File: src/rtl/dram_refresh_pkg.sv
package dram_refresh_pkg;

    // Debug code for the slot applied to the current line
    typedef enum logic [1:0] {
        SLOT_FIXED = 2'd0,
        SLOT_EARLY = 2'd1,
        SLOT_LATE  = 2'd2
    } slot_e;

    typedef enum logic {
        MODE_STEADY    = 1'b0,
        MODE_ALTERNATE = 1'b1
    } mode_e;

    // Line phase state
    typedef struct packed {
        logic armed;   // at least one line start seen since reset
        logic late;    // alternating mode uses the late slot on this line
    } phase_s;

    function automatic slot_e pick_slot(input mode_e mode, input logic late);
        if (mode == MODE_STEADY)
            return SLOT_FIXED;
        return late ? SLOT_LATE : SLOT_EARLY;
    endfunction

endpackage

File: src/rtl/refresh_phase_track.sv
module refresh_phase_track
    import dram_refresh_pkg::*;
(
    input  logic   clk,
    input  logic   rst,
    input  logic   line_start,
    output phase_s phase
);
    phase_s phase_q;

    always_ff @(posedge clk) begin
        if (rst) begin
            phase_q <= '{armed: 1'b0, late: 1'b0};
        end else if (line_start) begin
            phase_q.armed <= 1'b1;
            phase_q.late  <= ~phase_q.late;
        end
    end

    assign phase = phase_q;
endmodule

File: src/rtl/refresh_slot_match.sv
module refresh_slot_match
    import dram_refresh_pkg::*;
#(
    parameter int HC_W      = 11,
    parameter int POS_FIXED = 528,
    parameter int POS_EARLY = 532,
    parameter int POS_LATE  = 536
) (
    input  logic            clk,
    input  logic            rst,
    input  logic [HC_W-1:0] hcount,
    input  logic            line_start,
    input  phase_s          phase,
    input  mode_e           mode,
    output slot_e           slot,
    output logic            fire
);
    localparam logic [HC_W-1:0] P_FIXED = HC_W'(POS_FIXED);
    localparam logic [HC_W-1:0] P_EARLY = HC_W'(POS_EARLY);
    localparam logic [HC_W-1:0] P_LATE  = HC_W'(POS_LATE);

    logic [HC_W-1:0] target;
    logic            done_q;

    always_comb begin
        slot = pick_slot(mode, phase.late);
        unique case (slot)
            SLOT_EARLY: target = P_EARLY;
            SLOT_LATE:  target = P_LATE;
            default:    target = P_FIXED;
        endcase
    end

    assign fire = phase.armed && !done_q && !line_start && (hcount == target);

    always_ff @(posedge clk) begin
        if (rst)
            done_q <= 1'b0;
        else if (line_start)
            done_q <= 1'b0;
        else if (fire)
            done_q <= 1'b1;
    end
endmodule

File: src/rtl/refresh_stall_timer.sv
module refresh_stall_timer #(
    parameter int GRID  = 8,
    parameter int UNITS = 5
) (
    input  logic clk,
    input  logic rst,
    input  logic fire,
    output logic stall
);
    localparam int PW = (GRID  > 1) ? $clog2(GRID)  : 1;
    localparam int UW = (UNITS > 1) ? $clog2(UNITS) : 1;
    localparam logic [PW-1:0] PRE_LAST  = PW'(GRID - 1);
    localparam logic [UW-1:0] UNIT_LAST = UW'(UNITS - 1);

    logic          stall_q;
    logic [PW-1:0] pre_q;
    logic [UW-1:0] unit_q;

    always_ff @(posedge clk) begin
        if (rst) begin
            stall_q <= 1'b0;
            pre_q   <= '0;
            unit_q  <= '0;
        end else if (fire) begin
            stall_q <= 1'b1;
            pre_q   <= '0;
            unit_q  <= '0;
        end else if (stall_q) begin
            if (pre_q == PRE_LAST) begin
                pre_q <= '0;
                if (unit_q == UNIT_LAST) begin
                    stall_q <= 1'b0;
                    unit_q  <= '0;
                end else begin
                    unit_q <= unit_q + 1'b1;
                end
            end else begin
                pre_q <= pre_q + 1'b1;
            end
        end
    end

    assign stall = stall_q;
endmodule

File: src/rtl/dram_refresh_sched.sv
module dram_refresh_sched
    import dram_refresh_pkg::*;
#(
    parameter int HC_W      = 11,
    parameter int POS_FIXED = 528,
    parameter int POS_EARLY = 532,
    parameter int POS_LATE  = 536,
    parameter int GRID      = 8,
    parameter int UNITS     = 5
) (
    input  logic            clk,
    input  logic            rst,
    input  logic [HC_W-1:0] hcount,
    input  logic            line_start,
    input  logic            short_line,
    input  logic            rev_sel,
    output logic            refresh_stall,
    output logic [1:0]      slot_code
);
    phase_s phase;
    slot_e  slot;
    logic   fire;
    mode_e  mode;
    logic   short_line_unused;

    // The shortened line changes nothing in either mode
    assign short_line_unused = short_line;
    assign mode = mode_e'(rev_sel);

    refresh_phase_track u_phase (
        .clk        (clk),
        .rst        (rst),
        .line_start (line_start),
        .phase      (phase)
    );

    refresh_slot_match #(
        .HC_W      (HC_W),
        .POS_FIXED (POS_FIXED),
        .POS_EARLY (POS_EARLY),
        .POS_LATE  (POS_LATE)
    ) u_match (
        .clk        (clk),
        .rst        (rst),
        .hcount     (hcount),
        .line_start (line_start),
        .phase      (phase),
        .mode       (mode),
        .slot       (slot),
        .fire       (fire)
    );

    refresh_stall_timer #(
        .GRID  (GRID),
        .UNITS (UNITS)
    ) u_timer (
        .clk   (clk),
        .rst   (rst),
        .fire  (fire),
        .stall (refresh_stall)
    );

    assign slot_code = slot;
endmodule

File: config.mk
export PLATFORM = sky130hd
export DESIGN_NAME = dram_refresh_sched
export DESIGN_NICKNAME = d
export VERILOG_FILES = /design/src/rtl/dram_refresh_pkg.sv /design/src/rtl/refresh_phase_track.sv /design/src/rtl/refresh_slot_match.sv /design/src/rtl/refresh_stall_timer.sv /design/src/rtl/dram_refresh_sched.sv
export SDC_FILE = /design/constraint.sdc
export NUM_CORES = 1
export LEC_CHECK = 0
export BUFFER_PORTS_ARGS = -buffer_cell sky130_fd_sc_hd__buf_2
export CORE_MARGIN = 5
export CORE_UTILIZATION = 25
export DETAILED_ROUTE_END_ITERATION = 10
export PLACE_DENSITY = 0.52
export SLEW_MARGIN = 20
export SYNTH_ARGS = -nofsm -noshare
export SYNTH_HDL_FRONTEND = slang
export SYNTH_SLANG_ARGS = --single-unit
export TNS_END_PERCENT = 50
File: constraint.sdc
create_clock -name clk -period 1.8 [get_ports clk]
set_input_delay 0.09 -clock clk [delete_from_list [all_inputs] [get_ports clk]]
set_output_delay 0.09 -clock clk [all_outputs]
set_load 0.02 [all_outputs]
== Word level (Yosys, flattened, before mapping) ==
Index checks and enable logic that the tools add are counted.

* Reductions and logical operators: 8
* Equal/unequal tests: 5
* Add/subtract/negate cells: 2
* Mux-type cells: 9
* Bitwise logic cells: 1

{| class="wikitable"
|+ Operator list
! operator !! count
|-
| $eq A11 B10 Y1 || 1
|-
| $pmux W4 S2 || 1
|-
| $add A3 B1 Y3 const B || 2
|-
| $eq A3 B3 Y1 const B || 2
|-
| $mux W3 || 2
|-
| $mux W1 || 4
|-
| $mux W2 || 2
|-
| $reduce_or A2 Y1 || 2
|-
| $logic_and A1 B1 Y1 || 3
|-
| $eq A2 B1 Y1 const B || 1
|-
| $eq A2 B2 Y1 const B || 1
|-
| $logic_not A1 Y1 || 2
|-
| $reduce_and A2 Y1 || 1
|-
| $not A1 Y1 || 1
|}

* Word-level logic and storage cells: 31
* Output and inout bits: 3
* Bits of input ports: 16
* Flip-flop bits (word level): 10

== Longest topological paths before layout ==
* Depth after elaboration: 7
* Gate-level depth with buffers: 5

== Modules after synthesis ==
Synthesis repeated with hierarchy kept, for this count alone.

* Cell total of the unflattened synthesis: 58
* Area, all modules: 540.5 µm²

{| class="wikitable"
|+ Modules (own cells, without submodules)
! module !! seq. area each (µm²) !! area each (µm²) !! cells an instance !! times used
|-
| refresh_stall_timer || 140.1 || 359.1 || 36 || 1
|-
| refresh_slot_match || 20.0 || 121.4 || 16 || 1
|-
| refresh_phase_track || 40.0 || 60.1 || 6 || 1
|}

== Worst setup path before layout ==
OpenSTA, ideal clock, no wires.

* Path type: flip-flop to flip-flop
* Start: register u_timer.pre_q[0]
* End: register u_timer.unit_q[0]
* Setup slack: 0.455 ns
* Data arrival time: 1.259 ns
* Period minus slack after synthesis: 1.345 ns
* Cell stages (with the launch flop): 6
* Data required time: 1.714 ns
* Cell sequence: dfxtp_1 ha_1 ha_1 nand2_1 a211o_1 a221oi_2

* Word-level cells in the longest chain between the ends: 2

{| class="wikitable"
|+ Ends and longest elaborated chain
! element !! RTL line !! text
|-
| start: declaration || refresh_stall_timer.sv:16 || <nowiki>logic [PW-1:0] pre_q;</nowiki>
|-
| start signal: assignment || refresh_stall_timer.sv:38 || <nowiki>pre_q <= pre_q + 1'b1;</nowiki>
|-
| $eq A3 B3 Y1 || refresh_stall_timer.sv:29 || <nowiki>if (pre_q == PRE_LAST) begin</nowiki>
|-
| $reduce_and A2 Y1 (no source line) || n/a ||
|-
| end signal: assignment || refresh_stall_timer.sv:35 || <nowiki>unit_q <= unit_q + 1'b1;</nowiki>
|-
| end: declaration || refresh_stall_timer.sv:17 || <nowiki>logic [UW-1:0] unit_q;</nowiki>
|}

Every way passes these cells.
A chain may end at the register's enable or synchronous reset.

== Final worst setup path ==
Ends and elaborated chain as after synthesis.

==> metrics <==
P&R area growth vs syn 25.3%; DIE WIDTH 56.7 um; Tcrit/Tclk final 82.2%; DP Area 659 um2; Buf/Inv on CP 0; fin worst setup slack 0.321 ns; Post-Syn Instances 57; hpwl dp 916 um; cts repair resizes 0; setup_tns 0 ns; Final Skew 0.00136 ns; startpoint types register; first-pass GRT wire length around 2000 um; Synth area leaders dfxtp_1 (37%), ha_1 (9.2%), a211oi_1 (4.1%), mux2i_1 (3.7%), nor2_1 (3.4%); CP Data Arrival Time about 1.7 ns; Crit. End Element register; synthesized net count 77; Leak Pwr 0.277 nW; core area about 2000 um2; Top Ports 19; pwr dens about 630 nW/um2; Syn Area/Cell 9.55 um2; root buffer cell clkbuf_4; Num CTS Buffers 3; Post-synth EDFFs 0; # DRC 0; CTS tree yes; Setup WS pre-CTS 0.327 ns; Final Hold Fails 0; most frequent CP cell ha_1; Routed wire per std cell 11.4 um; CP max FO 5; max incr delay on CP 0.36 ns; delay-heaviest family, CP compound AO/OA/AOI/OAI gates; asr flop ratio synth 0%; Total Routing Usage GR about 8.3%; PortBufs 17; largest net degree at the start of global routing 11; Synth area leader dfxtp_1; clk_lat worst skew 0.26 ns; Yosys top cell area share 36.8%; clk buf depth 2; Hold WS 0.0948 ns; cells along the critical path ha_1, ha_1, nand2_1, a211o_1, a221oi_2; Post-CTS Hold Buffers 0; status completed; nets@finish 98; ANT cells 0; Starting Density 26.9%; Final ANT Viol Nets 0; slowest CP cell dfxtp_1; Top FF cell, synth dfxtp_1; Final Cell Area approximately 680 um2; register bit total from synthesis 10; sequential share of the synthesized area between 30 and 40%; crit path time final approximately 1.5 ns; Slew @ Worst Pin 0.445 ns; clk sink count 10; Yosys cell types 31; final std cells w/o fill 103; max_cap viols 0; DR vias/cell 4.75; Max Slew Vio Count 0; # H-tree levels 1; final wirelength about 1200 um; worst setup path class register to register; Die Y 56.7 um; Rel. slew slack a little over two thirds; peak supply drop between 0.2 and 0.3 mV; postcts setup bufs 0; first drt pass iteration count 4; Finished Core Util 33.7%; Routability Congestion between 0.6 and 0.7; CP required 1.97 ns; Syn. warnings 0; total power 0.430 mW; final number of setup-violating endpoints 0; initial antenna violation count 0; share of cells above drive strength 1 34.2%; Syn Std Cell Area 544 um2; routed via count 489; row count 16; Placed Instances 100; DR iter-0 viols 12; vias in the first global route 453; achievable frequency 676 MHz; RSZ-0062 raised after global routing false; gr ovfl total 0; Die Area about 3200 um2; Hold Path Class primary input to register; Reg clk slew, reported paths approximately 0.06 ns
worst reg2reg max path, delay by kind of cell, from the launching register on:
| kind | cells | cell delay (ns) |
|---|---|---|
| AO/OA/AOI/OAI | 2 | 0.52 |
| adder cells (fa/ha/maj) | 2 | 0.39 |
| flip-flops | 1 | 0.36 |
| AND/OR/NAND/NOR | 1 | 0.13 |
cell usage after synthesis (2+ instances only):
master    instances
a31o_1            2
dfxtp_1          10
inv_1             4
nor2_1            5
mux2i_1           2
ha_1              4
a221oi_1          2
nand2_1           3
a211oi_1          3
metal layers:
metal / up-vias / track usage [%] / routed length [um]
met3: 2 / 2.98 / 59
met5: - / 0 / 0
li1: 252 / - / -
met1: 224 / 10.5 / 582
met4: 0 / 7.12 / 29
met2: 11 / 10.9 / 500
sequential cells by signal, indices dropped and copies added, names as in the netlist:
| name | count |
|---|---|
| u_timer.pre_q | 3 |
| u_phase.phase | 2 |
| u_timer.stall | 1 |
| u_timer.unit_q | 3 |
| u_match.done_q | 1 |
where the power goes:
group	total, mW	switching [mW]	internal [mW]
combinational	0.0514	0.0273	0.0241
sequential	0.229	0.00340	0.225
clock	0.150	0.0729	0.0770
total	0.430	0.104	0.326
cell usage in the layout, fill, tap and decap left out, types with 2 or more instances in the layout:
| master | count |
|---|---|
| a211oi_1 | 3 |
| a221oi_1 | 2 |
| a31o_1 | 2 |
| buf_2 | 17 |
| clkbuf_4 | 3 |
| dfxtp_1 | 10 |
| ha_1 | 4 |
| inv_1 | 4 |
| mux2i_1 | 2 |
| nand2_1 | 3 |
| nor2_1 | 5 |
path summary, 6_finish.rpt:
check,start,end,slack [ns],depth (start not counted)
max,u_timer.pre_q[0],u_timer.unit_q[0],0.32,5
min,line_start,u_phase.phase[1],0.09,3
max reg2reg,u_timer.pre_q[0],u_timer.unit_q[0],0.32,5
min reg2reg,u_phase.phase[1],u_phase.phase[1],0.47,2
final cells by class:
cell class / instances / area [um2]
fill: 213 / 1340
timing repair buffer: 18 / 92.6
inverter: 5 / 18.8
tap: 27 / 33.8
multi-input combinational: 40 / 314
clock buffer: 3 / 22.5
sequential: 10 / 200
cells by family (layout without fill, tap and decap cells):
family	Yosys count	after routing	synth area share, %
AO/OA/AOI/OAI	15	15	24.4
multiplexers	2	2	3.68
adder cells (fa/ha/maj)	4	4	9.20
flip-flops	10	10	36.8
XOR/XNOR	1	1	1.61
AND/OR/NAND/NOR	18	18	18.9
buffers and inverters	7	26	5.52
Note: power is estimated with default switching activity, not from simulation.
